==> src/rtl/flag_irq_pkg.sv <==
package flag_irq_pkg;

    localparam int STICKY_N = 4;
    localparam int CORE_N   = 4;
    localparam int CLKE_N   = 2;

    // Field positions decoded by software
    localparam int STICKY_LSB = 8;   // bits 11..8
    localparam int CORE_LSB   = 2;   // bits 5..2
    localparam int CLKE_LSB   = 0;   // bits 1..0
    localparam int SVC_LSB    = 8;   // mask bits 9..8
    localparam int SVC_N      = 2;

    localparam int POS_IN_BLK   = 13;
    localparam int POS_OUT_BLK  = 12;
    localparam int POS_IN_FULL  = 7;
    localparam int POS_OUT_FULL = 6;
    localparam int POS_IN_NE    = 5;
    localparam int POS_OUT_NE   = 4;

    typedef enum logic [2:0] {
        SEL_STATUS   = 3'd0,
        SEL_SVC_MASK = 3'd1,
        SEL_CORE_FLG = 3'd2,
        SEL_CORE_EN  = 3'd3,
        SEL_CLKE_FLG = 3'd4,
        SEL_CLKE_EN  = 3'd5
    } reg_sel_e;

endpackage

==> src/rtl/w1c_flag_bank.sv <==
module w1c_flag_bank #(
    parameter int W = 4
) (
    input  logic         clk,
    input  logic         rst_n,
    input  logic [W-1:0] set_i,
    input  logic [W-1:0] clr_i,
    output logic [W-1:0] flags_o
);
    // One two-state element per flag: CLEAR <-> SET, set has priority
    for (genvar b = 0; b < W; b++) begin : g_bit
        logic state_q;
        always_ff @(posedge clk or negedge rst_n) begin
            if (!rst_n)
                state_q <= 1'b0;
            else if (set_i[b])
                state_q <= 1'b1;
            else if (clr_i[b])
                state_q <= 1'b0;
        end
        assign flags_o[b] = state_q;
    end
endmodule

==> src/rtl/cfg_reg.sv <==
module cfg_reg #(
    parameter int W = 4
) (
    input  logic         clk,
    input  logic         rst_n,
    input  logic         we_i,
    input  logic [W-1:0] d_i,
    output logic [W-1:0] q_o
);
    always_ff @(posedge clk or negedge rst_n) begin
        if (!rst_n)
            q_o <= '0;
        else if (we_i)
            q_o <= d_i;
    end
endmodule

==> src/rtl/irq_combine.sv <==
module irq_combine #(
    parameter int CORE_W = 4,
    parameter int CLKE_W = 2
) (
    input  logic [3:0]        sticky_i,
    input  logic [1:0]        svc_mask_i,
    input  logic [CORE_W-1:0] core_flg_i,
    input  logic [CORE_W-1:0] core_en_i,
    input  logic [CLKE_W-1:0] clke_flg_i,
    input  logic [CLKE_W-1:0] clke_en_i,
    output logic              irq_o
);
    logic done_any, svc_any, core_any, clke_any;

    always_comb begin
        done_any = |sticky_i[3:2];
        svc_any  = |(sticky_i[1:0] & ~svc_mask_i);
        core_any = |(core_flg_i & core_en_i);
        clke_any = |(clke_flg_i & clke_en_i);
        irq_o    = done_any | svc_any | core_any | clke_any;
    end
endmodule

==> src/rtl/flag_irq_unit.sv <==
module flag_irq_unit
    import flag_irq_pkg::*;
#(
    parameter int DATA_W = 32,
    parameter int SEL_W  = 3
) (
    input  logic              clk,
    input  logic              rst_n,
    input  logic [SEL_W-1:0]  reg_sel,
    input  logic              wr_en,
    input  logic [DATA_W-1:0] wr_data,
    output logic [DATA_W-1:0] rd_data,
    input  logic [3:0]        sticky_set,
    input  logic [3:0]        core_err_set,
    input  logic [1:0]        clk_err_set,
    input  logic              in_blk_req,
    input  logic              out_blk_req,
    input  logic              in_full,
    input  logic              out_full,
    input  logic              in_nempty,
    input  logic              out_nempty,
    output logic              irq
);
    logic wr_status, wr_mask, wr_core_f, wr_core_e, wr_clke_f, wr_clke_e;

    logic [STICKY_N-1:0] sticky_q;
    logic [CORE_N-1:0]   core_q, core_en;
    logic [CLKE_N-1:0]   clke_q, clke_en;
    logic [SVC_N-1:0]    svc_mask;

    logic [STICKY_N-1:0] sticky_clr;
    logic [CORE_N-1:0]   core_clr;
    logic [CLKE_N-1:0]   clke_clr;

    always_comb begin
        wr_status = wr_en && (reg_sel == SEL_W'(SEL_STATUS));
        wr_mask   = wr_en && (reg_sel == SEL_W'(SEL_SVC_MASK));
        wr_core_f = wr_en && (reg_sel == SEL_W'(SEL_CORE_FLG));
        wr_core_e = wr_en && (reg_sel == SEL_W'(SEL_CORE_EN));
        wr_clke_f = wr_en && (reg_sel == SEL_W'(SEL_CLKE_FLG));
        wr_clke_e = wr_en && (reg_sel == SEL_W'(SEL_CLKE_EN));
        sticky_clr = wr_status ? wr_data[STICKY_LSB +: STICKY_N] : '0;
        core_clr   = wr_core_f ? wr_data[CORE_LSB +: CORE_N]     : '0;
        clke_clr   = wr_clke_f ? wr_data[CLKE_LSB +: CLKE_N]     : '0;
    end

    w1c_flag_bank #(.W(STICKY_N)) i_sticky (
        .clk(clk), .rst_n(rst_n), .set_i(sticky_set), .clr_i(sticky_clr), .flags_o(sticky_q)
    );
    w1c_flag_bank #(.W(CORE_N)) i_core (
        .clk(clk), .rst_n(rst_n), .set_i(core_err_set), .clr_i(core_clr), .flags_o(core_q)
    );
    w1c_flag_bank #(.W(CLKE_N)) i_clke (
        .clk(clk), .rst_n(rst_n), .set_i(clk_err_set), .clr_i(clke_clr), .flags_o(clke_q)
    );

    cfg_reg #(.W(SVC_N)) i_mask (
        .clk(clk), .rst_n(rst_n), .we_i(wr_mask), .d_i(wr_data[SVC_LSB +: SVC_N]), .q_o(svc_mask)
    );
    cfg_reg #(.W(CORE_N)) i_core_en (
        .clk(clk), .rst_n(rst_n), .we_i(wr_core_e), .d_i(wr_data[CORE_LSB +: CORE_N]), .q_o(core_en)
    );
    cfg_reg #(.W(CLKE_N)) i_clke_en (
        .clk(clk), .rst_n(rst_n), .we_i(wr_clke_e), .d_i(wr_data[CLKE_LSB +: CLKE_N]), .q_o(clke_en)
    );

    irq_combine #(.CORE_W(CORE_N), .CLKE_W(CLKE_N)) i_irq (
        .sticky_i(sticky_q), .svc_mask_i(svc_mask),
        .core_flg_i(core_q), .core_en_i(core_en),
        .clke_flg_i(clke_q), .clke_en_i(clke_en),
        .irq_o(irq)
    );

    always_comb begin
        rd_data = '0;
        case (reg_sel)
            SEL_W'(SEL_STATUS): begin
                rd_data[POS_IN_BLK]   = in_blk_req;
                rd_data[POS_OUT_BLK]  = out_blk_req;
                rd_data[POS_IN_FULL]  = in_full;
                rd_data[POS_OUT_FULL] = out_full;
                rd_data[POS_IN_NE]    = in_nempty;
                rd_data[POS_OUT_NE]   = out_nempty;
                rd_data[STICKY_LSB +: STICKY_N] = sticky_q;
            end
            SEL_W'(SEL_SVC_MASK): rd_data[SVC_LSB +: SVC_N]   = svc_mask;
            SEL_W'(SEL_CORE_FLG): rd_data[CORE_LSB +: CORE_N] = core_q;
            SEL_W'(SEL_CORE_EN):  rd_data[CORE_LSB +: CORE_N] = core_en;
            SEL_W'(SEL_CLKE_FLG): rd_data[CLKE_LSB +: CLKE_N] = clke_q;
            SEL_W'(SEL_CLKE_EN):  rd_data[CLKE_LSB +: CLKE_N] = clke_en;
            default:              rd_data = '0;
        endcase
    end
endmodule

==> config.mk <==
export PLATFORM = sky130hd
export DESIGN_NAME = flag_irq_unit
export DESIGN_NICKNAME = d
export VERILOG_FILES = /design/src/rtl/flag_irq_pkg.sv /design/src/rtl/w1c_flag_bank.sv /design/src/rtl/cfg_reg.sv /design/src/rtl/irq_combine.sv /design/src/rtl/flag_irq_unit.sv
export SDC_FILE = /design/constraint.sdc
export NUM_CORES = 1
export LEC_CHECK = 0
export ABC_AREA = 1
export BUFFER_PORTS_ARGS = -buffer_cell sky130_fd_sc_hd__buf_2
export CORE_MARGIN = 4
export CORE_UTILIZATION = 41
export CTS_CLUSTER_SIZE = 14
export DETAILED_ROUTE_END_ITERATION = 7
export PLACE_DENSITY_LB_ADDON = 0.3
export SETUP_SLACK_MARGIN = 0.02
export SLEW_MARGIN = 20
export SYNTH_ARGS = -nofsm -noshare
export SYNTH_HDL_FRONTEND = slang
export SYNTH_SLANG_ARGS = --single-unit
==> constraint.sdc <==
create_clock -name clk -period 0.9 [get_ports clk]
set_input_delay 0.135 -clock clk [delete_from_list [all_inputs] [get_ports clk]]
set_output_delay 0.135 -clock clk [all_outputs]
set_load 0.05 [all_outputs]
==> qor.yml <==
setup_path:
  cp.required_ns: 0.76
  r2r_slack_ns: -0.07
  start_kind: "register"
  r2r_start: "i_clke.g_bit[0].state_q"
  cp-end-kind: "output port"
  arrival_ns: 1.25
  r2r_cells: 5
  cp_cell_sequence: "buf_4, buf_4, nand3_4, o21ai_4, buf_6"
  path_buf_inv: 3
  crit_type: "reg -> out"
  critPathMostFrequentCell: "buf_4"
  path_max_fanout: 2
  crit_family: "buffers and inverters"
  regToRegEndpoint: "i_clke.g_bit[0].state_q"
  max_stage_delay_ns: 0.41
  slowest_stage: "dfrtp_1"
placed_design:
  portBuffers: 46
  gp_congestion: 0.809
  hpwl_um: 2440
clock_tree:
  h-tree-depth: 1
  cts_buffer_depth: 2
  cts_tree: "yes"
  clk_latency_ns: 0.30
  numCtsBuffers: 3
  cts-root-buf: "clkbuf_4"
  cts.sinks: 18
  clkSlewWorstSetupHoldPaths_ns: 0.11
job:
  drv_cap: 0
synth:
  netlist_area_mm2: 0.00123
  synth_seq_cells: 18
  netlist.area_leader.share_pct: 36.5
  ys_types: 23
  syn_inst: 173
  yosysSeqAreaShare_pct: 36.5
  ys_warn_count: 0
  yosysTopAreaCell: "dfrtp_1"
  synth_area_leaders: "dfrtp_1 37%, nand2_1 16%, buf_4 11%"
  synth_area_per_cell_um2: 7.12
floorplan:
  pin_count: 87
  die_w_um: 62.8
  coreArea_mm2: 0.00281
  die_h_um: 62.8
  start_util_pct: 43.9
  dieArea_mm2: 0.00395
  rows: 19
route:
  drc: 0
  vias_per_cell: 4.72
  dr.pass1.iters: 4
  drtAntennaViolNets: 0
  num_vias: 1373
  avgRoutedWirePerCell_um: 12.2
  detail_route.wirelength_um: 3560
  drt_iter0_markers: 45
worst_hold_path:
  holdPathEnd: "i_core.g_bit[2].state_q"
  hp-class: "in -> reg"
  hold_depth: 3
  hold_start: "core_err_set[2]"
finish:
  nNetsFinal: 315
  final_common_cell: "nand2_1"
  most-common-layout-cells: "45 x nand2_1, 28 x buf_2, 22 x inv_1"
  area_growth_syn_to_layout_pct: 80.5
  diodes: 0
  n_fill_cell: 195
  layout-drive-gt1-share_pct: 50.4
timing:
  fmax_ghz: 0.720
  hold_slack_ns: 0.00838
  finalCritPeriodShare_pct: 154
  period_minus_slack_ns: 1.39
  rsz0062_at_grt: "yes"
  drv_slew: 0
  setup_violations: 17
  finClkSkew_ns: 0
  hold_viol: 0
  tns_ns: -4.52
  fin_ws_ns: -0.490
pwr:
  powerDensity_mw_per_mm2: 1140
  irDropWorstVdd_v: 0.00103
  p_leak_nw: 1.16
global_routing:
  grt_pass1_wl_um: 5730
  grt_pass1_vias: 1319
  grt_max_degree: 19
  grtUsageTotal_pct: 18.3
  overflow: 0
  antenna_found_initial: 0
outcome:
  outcome: "finished, violations left"
  violations: "negative setup slack"
[flip-flops by register name, indices dropped and copies added (netlist names)]
signal                  flops
i_clke.g_bit.state_q        2
i_clke_en.q_o               2
i_core.g_bit.state_q        4
i_core_en.q_o               4
i_mask.q_o                  2
i_sticky.g_bit.state_q      4
[area by class of cell]
type                            count  area (µm²)  area share, %
Clock buffer                        4        36.3           1.63
Inverter                           31         126           5.68
Sequential cell                    18         450           20.2
Multi-Input combinational cell    120         786           35.3
Timing Repair Buffer               87         787           35.4
Tap cell                           31        38.8           1.74
[cell usage after synthesis, drive strengths merged]
cell type and n:
nand4 11, a21oi 1, conb 1, nor2 13
o21ai 12, nand2 56, nor3 1, inv 31
buf 21, dfrtp 18, nand3 8
[worst max-delay path by stage]
stage,startpoint,to,slack (ns),cells past startpoint
4_1_cts,i_clke_en.q_o[0],irq,-0.48,5
2_1_floorplan,reg_sel[0],rd_data[8],-0.18,4
6_report,i_clke.g_bit[0].state_q,rd_data[0],-0.49,5
3_3_place_gp,reg_sel[1],rd_data[9],-0.32,7
5_1_grt,i_core_en.q_o[2],irq,-0.55,5
3_5_place_dp,reg_sel[1],rd_data[9],-0.34,7
[tightest hold or removal path, delay by kind of cell]
kind,cells,cell delay (ns)
buffers and inverters,2,0.10
and+or+nand+nor,1,0.05
[routing by layer]
| metal | share of wire [%] | vias to the layer above | track usage (%) |
|---|---|---|---|
| li1 | - | 675 | - |
| met1 | 39 | 631 | 19.7 |
| met2 | 52 | 63 | 33.8 |
| met3 | 7.4 | 4 | 3.78 |
| met4 | 1.8 | 0 | 8.82 |
| met5 | 0 | - | 0 |
[repair_timing]
item / in CTS / in global routing
pin swaps: 17 / 7
hold buffers: 6 / 0
endpoints found under the setup margin: 15 / 15
setup buffers: 5 / 5
gates resized for setup: 70 / 13
hold endpoints to repair: 23 / 0
[per-stage QoR]
stage	utilization (%)	instance area (µm²)	setup WS [ns]	power, mW	std cells
after global routing	79.3	2220	-0.553	2.67	291
after detailed placement	63.5	1780	-0.343	1.83	271
after global placement	63.5	1780	-0.319	1.82	271
after floorplan	-	1450	-0.180	1.62	190
after CTS	76.2	2140	-0.478	2.50	286
final	79.3	2220	-0.490	2.54	291
[where the power goes]
part / leakage [nW] / total [mW] / internal (mW) / switching (mW)
Clock: 0.0210 / 0.516 / 0.247 / 0.269
Combinational: 0.950 / 1.08 / 0.415 / 0.664
Sequential: 0.189 / 0.944 / 0.887 / 0.0568
[logic make-up (layout without fill, tap and decap cells)]
| logic type | count (synthesis) | count (layout) | synth area share [%] |
|---|---|---|---|
| buffers and inverters | 52 | 122 | 23.0 |
| and+or+nand+nor | 89 | 89 | 34.5 |
| DFF | 18 | 18 | 36.5 |
| other | 1 | 18 | 0.304 |
| AOI/OAI and AO/OA | 13 | 13 | 5.58 |
No activity file was read; power rests on OpenSTA's default activity.
